### src/rtl/fuse_rd_pkg.sv
package fuse_rd_pkg;
  localparam int unsigned FUSE_AW = 10;
  localparam int unsigned OFF_W   = 5;

  localparam logic [OFF_W-1:0] OFF_STAT = 5'h00;
  localparam logic [OFF_W-1:0] OFF_ADDR = 5'h04;
  localparam logic [OFF_W-1:0] OFF_DATA = 5'h08;
  localparam logic [OFF_W-1:0] OFF_CFG  = 5'h0C;
  localparam logic [OFF_W-1:0] OFF_CTRL = 5'h14;

  localparam int unsigned STAT_RDY  = 0;
  localparam int unsigned STAT_DONE = 1;
  localparam int unsigned CTRL_GO   = 1;

  // behavioural fuse contents
  function automatic logic [7:0] fuse_byte(input logic [FUSE_AW-1:0] a);
    return (a[7:0] ^ 8'hC3) + {a[9:8], 6'b0};
  endfunction
endpackage

### src/rtl/fuse_rd_array.sv
module fuse_rd_array
  import fuse_rd_pkg::*;
#(
  parameter int unsigned LAT = 4
) (
  input  logic               clk_i,
  input  logic               rst_ni,
  input  logic               rd_i,
  input  logic [FUSE_AW-1:0] addr_i,
  output logic               vld_o,
  output logic [7:0]         data_o
);
  logic [LAT-1:0] vld_q;
  logic [7:0]     dat_q [LAT];

  always_ff @(posedge clk_i or negedge rst_ni) begin
    if (!rst_ni) begin
      vld_q[0] <= 1'b0;
      dat_q[0] <= '0;
    end else begin
      vld_q[0] <= rd_i;
      dat_q[0] <= rd_i ? fuse_byte(addr_i) : 8'h00;
    end
  end

  for (genvar s = 1; s < LAT; s++) begin : g_stage
    always_ff @(posedge clk_i or negedge rst_ni) begin
      if (!rst_ni) begin
        vld_q[s] <= 1'b0;
        dat_q[s] <= '0;
      end else begin
        vld_q[s] <= vld_q[s-1];
        dat_q[s] <= dat_q[s-1];
      end
    end
  end

  assign vld_o  = vld_q[LAT-1];
  assign data_o = dat_q[LAT-1];
endmodule

### src/rtl/fuse_rd_seq.sv
module fuse_rd_seq
  import fuse_rd_pkg::*;
#(
  parameter int unsigned RD_CYCLES = 8,
  parameter int unsigned CFG_W     = 4,
  parameter int unsigned LAT       = 4
) (
  input  logic               clk_i,
  input  logic               rst_ni,
  input  logic               start_i,
  input  logic [FUSE_AW-1:0] addr_i,
  input  logic [CFG_W-1:0]   wait_i,
  output logic               ready_o,
  output logic               done_o,
  output logic [7:0]         data_o,
  output logic [FUSE_AW-1:0] lat_addr_o
);
  localparam int unsigned MAX_LEN = RD_CYCLES + (1 << CFG_W) - 1;
  localparam int unsigned CNT_W   = $clog2(MAX_LEN + 1);

  logic               busy_q;
  logic [CNT_W-1:0]   cnt_q, len_q;
  logic [FUSE_AW-1:0] addr_q;
  logic [7:0]         cap_q;
  logic               arr_rd, arr_vld, last;
  logic [7:0]         arr_data;

  assign arr_rd = busy_q && (cnt_q == '0);
  assign last   = busy_q && (cnt_q == len_q - CNT_W'(1));

  fuse_rd_array #(.LAT(LAT)) u_array (
    .clk_i  (clk_i),
    .rst_ni (rst_ni),
    .rd_i   (arr_rd),
    .addr_i (addr_q),
    .vld_o  (arr_vld),
    .data_o (arr_data)
  );

  always_ff @(posedge clk_i or negedge rst_ni) begin
    if (!rst_ni) begin
      busy_q <= 1'b0;
      cnt_q  <= '0;
      len_q  <= '0;
      addr_q <= '0;
    end else if (!busy_q) begin
      if (start_i) begin
        busy_q <= 1'b1;
        cnt_q  <= '0;
        len_q  <= CNT_W'(RD_CYCLES) + CNT_W'(wait_i);
        addr_q <= addr_i;
      end
    end else if (last) begin
      busy_q <= 1'b0;
      cnt_q  <= '0;
    end else begin
      cnt_q <= cnt_q + CNT_W'(1);
    end
  end

  always_ff @(posedge clk_i or negedge rst_ni) begin
    if (!rst_ni) cap_q <= '0;
    else if (arr_vld) cap_q <= arr_data;
  end

  assign ready_o    = !busy_q;
  assign done_o     = last;
  assign data_o     = cap_q;
  assign lat_addr_o = addr_q;
endmodule

### src/rtl/fuse_rd_regs.sv
module fuse_rd_regs
  import fuse_rd_pkg::*;
#(
  parameter int unsigned CFG_W = 4
) (
  input  logic               clk_i,
  input  logic               rst_ni,
  input  logic               req_i,
  input  logic               we_i,
  input  logic [3:0]         be_i,
  input  logic [OFF_W-1:0]   addr_i,
  input  logic [31:0]        wdata_i,
  output logic [31:0]        rdata_o,
  input  logic               ready_i,
  input  logic               done_set_i,
  input  logic [7:0]         ld_data_i,
  output logic               start_o,
  output logic [FUSE_AW-1:0] addr_o,
  output logic [CFG_W-1:0]   wait_o,
  output logic               done_o,
  output logic [7:0]         data_o
);
  logic               wr;
  logic [FUSE_AW-1:0] addr_q;
  logic [CFG_W-1:0]   cfg_q;
  logic               done_q;
  logic [7:0]         data_q;

  assign wr      = req_i && we_i;
  assign start_o = wr && (addr_i == OFF_CTRL) && be_i[0] && wdata_i[CTRL_GO];

  always_ff @(posedge clk_i or negedge rst_ni) begin
    if (!rst_ni) begin
      addr_q <= '0;
      cfg_q  <= '0;
    end else if (wr) begin
      if (addr_i == OFF_ADDR) begin
        if (be_i[0]) addr_q[7:0] <= wdata_i[7:0];
        if (be_i[1]) addr_q[FUSE_AW-1:8] <= wdata_i[FUSE_AW-1:8];
      end
      if (addr_i == OFF_CFG && be_i[0]) cfg_q <= wdata_i[CFG_W-1:0];
    end
  end

  // completion wins over a same-cycle clear or scrub
  always_ff @(posedge clk_i or negedge rst_ni) begin
    if (!rst_ni) begin
      done_q <= 1'b0;
      data_q <= '0;
    end else begin
      if (done_set_i) done_q <= 1'b1;
      else if (wr && addr_i == OFF_STAT && be_i[0] && wdata_i[STAT_DONE]) done_q <= 1'b0;
      if (done_set_i) data_q <= ld_data_i;
      else if (wr && addr_i == OFF_DATA && be_i[0]) data_q <= wdata_i[7:0];
    end
  end

  always_comb begin
    rdata_o = '0;
    unique case (addr_i)
      OFF_STAT: begin
        rdata_o[STAT_RDY]  = ready_i;
        rdata_o[STAT_DONE] = done_q;
      end
      OFF_ADDR: rdata_o[FUSE_AW-1:0] = addr_q;
      OFF_DATA: rdata_o[7:0]         = data_q;
      OFF_CFG:  rdata_o[CFG_W-1:0]   = cfg_q;
      default:  rdata_o = '0;
    endcase
  end

  assign addr_o = addr_q;
  assign wait_o = cfg_q;
  assign done_o = done_q;
  assign data_o = data_q;
endmodule

### src/rtl/fuse_rd_ctrl.sv
module fuse_rd_ctrl
  import fuse_rd_pkg::*;
#(
  parameter int unsigned RD_CYCLES = 8,
  parameter int unsigned CFG_W     = 4,
  parameter int unsigned ARR_LAT   = 4
) (
  input  logic             clk_i,
  input  logic             rst_ni,
  input  logic             req_i,
  input  logic             we_i,
  input  logic [3:0]       be_i,
  input  logic [OFF_W-1:0] addr_i,
  input  logic [31:0]      wdata_i,
  output logic [31:0]      rdata_o
);
  logic               start, ready, done_set, done;
  logic [FUSE_AW-1:0] reg_addr, lat_addr;
  logic [CFG_W-1:0]   cfg_wait;
  logic [7:0]         seq_data, data_val;

  fuse_rd_regs #(.CFG_W(CFG_W)) u_regs (
    .clk_i      (clk_i),
    .rst_ni     (rst_ni),
    .req_i      (req_i),
    .we_i       (we_i),
    .be_i       (be_i),
    .addr_i     (addr_i),
    .wdata_i    (wdata_i),
    .rdata_o    (rdata_o),
    .ready_i    (ready),
    .done_set_i (done_set),
    .ld_data_i  (seq_data),
    .start_o    (start),
    .addr_o     (reg_addr),
    .wait_o     (cfg_wait),
    .done_o     (done),
    .data_o     (data_val)
  );

  fuse_rd_seq #(.RD_CYCLES(RD_CYCLES), .CFG_W(CFG_W), .LAT(ARR_LAT)) u_seq (
    .clk_i      (clk_i),
    .rst_ni     (rst_ni),
    .start_i    (start),
    .addr_i     (reg_addr),
    .wait_i     (cfg_wait),
    .ready_o    (ready),
    .done_o     (done_set),
    .data_o     (seq_data),
    .lat_addr_o (lat_addr)
  );
endmodule

### config.mk
export PLATFORM = sky130hd
export DESIGN_NAME = fuse_rd_ctrl
export DESIGN_NICKNAME = d
export VERILOG_FILES = /design/src/rtl/fuse_rd_pkg.sv /design/src/rtl/fuse_rd_array.sv /design/src/rtl/fuse_rd_seq.sv /design/src/rtl/fuse_rd_regs.sv /design/src/rtl/fuse_rd_ctrl.sv
export SDC_FILE = /design/constraint.sdc
export NUM_CORES = 1
export LEC_CHECK = 0
export ABC_AREA = 1
export BUFFER_PORTS_ARGS = -buffer_cell sky130_fd_sc_hd__buf_4
export CAP_MARGIN = 20
export CORE_ASPECT_RATIO = 2
export CORE_MARGIN = 1.5
export CORE_UTILIZATION = 40
export DETAILED_ROUTE_END_ITERATION = 10
export PLACE_DENSITY = 0.61
export SETUP_SLACK_MARGIN = 0.02
export SLEW_MARGIN = 20
export SYNTH_ARGS = -nofsm -noshare
export SYNTH_HDL_FRONTEND = slang
export SYNTH_SLANG_ARGS = --single-unit
### constraint.sdc
create_clock -name clk_i -period 4.29 [get_ports clk_i]
set_clock_uncertainty 0.2 [all_clocks]
set_input_delay 0.429 -clock clk_i [delete_from_list [all_inputs] [get_ports clk_i]]
set_output_delay 0.429 -clock clk_i [all_outputs]
set_load 0.1 [all_outputs]
==> metrics.yaml <==
clocking:
  clock_latency_ns: 0.34
  clk_pin_slew_ns: 0.06
  clockBufferDepth: 2
  holdBufCountCts: 0
  numClockSinks: 88
  cts_buffers: 9
  postCtsResizedCells: 0
  cts_tree: "built"
  cts_setup_buffers: 0
  htree_levels: 3
  clock-root-buffer: "clkbuf_16"
global_routing:
  antenna_found_initial: 0
  grt_pass1_vias: 2630
  grt_pass1_wl_um: 12600
  grt_max_degree: 89
  grt_usage_pct: 16.7
  globalRouteOverflowTotal: 0
hold_path:
  hp-class: "in2async"
timing:
  tightest_slew_ns: 0.783
  slew_headroom_pct: 47.8
  finalCritPeriodShare_pct: 59.4
  finalHoldViolCount: 76
  fin_ws_ns: 1.74
  holdWs_ns: -0.0610
  finalSetupViolCount: 0
  min_period_ns: 2.55
  fmaxAchievable_mhz: 392
  setup_tns_ns: 0
  slew_violations: 0
  rsz0062_at_grt: "no"
synthesis:
  yosysSeqAreaShare_pct: 57.8
  yosysMostFrequentCell: "nand2_1"
  syn_avg_cell_area_sq_um: 9.31
  synth_edf_count: 0
  syn_inst: 409
  synthFlopType: "dfrtp_1"
  ys_top_cells_by_count: "nand2_1 (125), dfrtp_1 (88), inv_1 (34)"
  synth-seq-cells: 88
  synth_area_sq_mm: 0.00381
  yosysTopAreaCell: "dfrtp_1"
  ys_warn_count: 0
  ys_types: 36
  async_flop_share_pct: 100
  netlist.area_leader.share_pct: 57.8
  synth_area_leaders: "dfrtp_1 (58%), nand2_1 (12%), buf_4 (4.7%)"
final_layout:
  fin_cells: 548
  final_layout_size_suffix_gt1_share_pct: 16.0
  antennaDiodeCount: 0
  post-route-util_pct: 46.3
  syn2layout_area_growth_pct: 13.3
  final_cell_area_sq_mm: 0.00432
  nNetsFinal: 489
  fillers: 867
detailed_routing:
  drt_wl_total_um: 7760
  vias: 2674
  drt_iter0_drc: 95
  ant_nets: 0
  wire_per_inst_um: 14.2
  drc: 0
  first_pass_iters: 4
  avgViaCountPerCell: 4.88
setup_path:
  regToRegSetupSlack_ns: 2.26
  slowest_stage: "inv_1"
  path_cells: "buf_4 > inv_1 > nand3_1 > inv_1 > nand2_1 > inv_1 > nand2_1 > o211ai_1 > buf_4"
  crit_start: "addr_i[4]"
  crit_path_frequent_cell: "inv_1"
  path_max_fanout: 14
  critPathCaptureType: "output port"
  reg2reg_depth: 11
  path_delay_family: "buffers and inverters"
  crit_buf_inv: 5
  crit_type: "in2out"
  worst_ep_arrival_time_ns: 1.92
  reg2reg_to: "u_regs.data_o[1]"
  cp.required_ns: 3.66
  cp-start-kind: "input pin"
  reg2reg_from: "u_seq.len_q[0]"
  cp_slowest_stage_delay_ns: 0.36
floorplan:
  core_area_sq_mm: 0.00932
  start_util_pct: 40.9
  dieArea_sq_mm: 0.0102
  io_pins: 77
  rows: 50
  die_w_um: 72
  die_h_um: 141
power_and_ir_drop:
  power_density_mw_per_mm2: 489
  worst_ir_drop_vdd_mv: 0.282
  cellLeakagePower_nw: 2.27
  p_total_mw: 2.11
placement:
  place_hpwl_um: 5590
  gp_routability_congestion: 0.886
  portBuffers: 30
  dp_cells: 533
  dp_slack_ns: 1.72
  place_area_sq_mm: 0.00403
flow_run:
  maxCapViolCount: 0
status:
  violations: "hold timing"
  status: "finished with violations"
cells by family (layout without fill, tap and decap cells):
| family | count (synthesis) | count (layout) | synth area share [%] |
|---|---|---|---|
| simple gates | 193 | 193 | 23.1 |
| flops | 88 | 88 | 57.8 |
| buf+inv | 76 | 90 | 10.3 |
| compound gates | 42 | 42 | 6.24 |
| xor+xnor | 5 | 5 | 1.15 |
| fa+ha+maj | 4 | 4 | 1.31 |
| other cells | 1 | 22 | 0.0985 |
power breakdown:
group / internal (mW) / leakage (nW) / total [mW] / switching [mW]
Combinational: 0.0873 / 1.01 / 0.345 / 0.257
Clock: 0.449 / 0.143 / 0.756 / 0.308
Sequential: 0.936 / 1.12 / 1.01 / 0.0723
Total: 1.47 / 2.27 / 2.11 / 0.637
area by class of cell:
class                   instances  area, sq um  share of cell area (%)
inverters                      45          175                    4.06
repair buffers                 30          229                    5.31
well taps                     104          130                    3.02
flip-flops and latches         88         2200                    51.0
multi-input cells             266         1290                    30.0
clock buffers                  10          229                    5.31
clock inverters                 5         57.6                    1.33
cell usage in the layout, fill, tap and decap left out, types with 4 or more instances in the layout:
cell type,netlist,layout
buf_4,24,29
conb_1,1,22
ha_1,4,4
nand2_2,5,5
nand3_1,24,24
o21ai_1,4,4
inv_1,34,34
o21ai_0,28,28
xor2_1,4,4
clkbuf_16,0,9
dfrtp_1,88,88
nor2_1,20,20
nand2_1,125,125
inv_2,8,8
nand4_1,9,9
worst max path at each step:
stage,end,slack (ns),depth (start not counted)
floorplan,rdata_o[0],1.34,5
global placement,rdata_o[3],1.75,9
detailed placement,rdata_o[3],1.72,9
CTS,rdata_o[3],1.73,9
global route,rdata_o[3],1.57,9
finish,rdata_o[3],1.74,9
per-layer routing:
layer / part of all wire (%) / GRT usage (%) / vias to the layer above
met5: 0 / 0 / -
met4: 5.3 / 11.3 / 0
met3: 3.6 / 3.07 / 21
met2: 54 / 28.8 / 85
met1: 37 / 17.9 / 1265
li1: - / - / 1303
flip-flops by register name, summed over array words and instances, names as in the netlist:
register,count
u_seq.u_array.vld_o,1
u_regs.wait_o,4
u_seq.lat_addr_o,10
u_seq.u_array.vld_q,3
u_seq.u_array.data_o,8
u_regs.data_o,8
u_seq.len_q,5
u_seq.u_array.dat_q,24
u_regs.addr_o,10
u_seq.data_o,8
u_seq.busy_q,1
u_regs.done_o,1
u_seq.cnt_q,5
(Power assumes the default switching activity.)
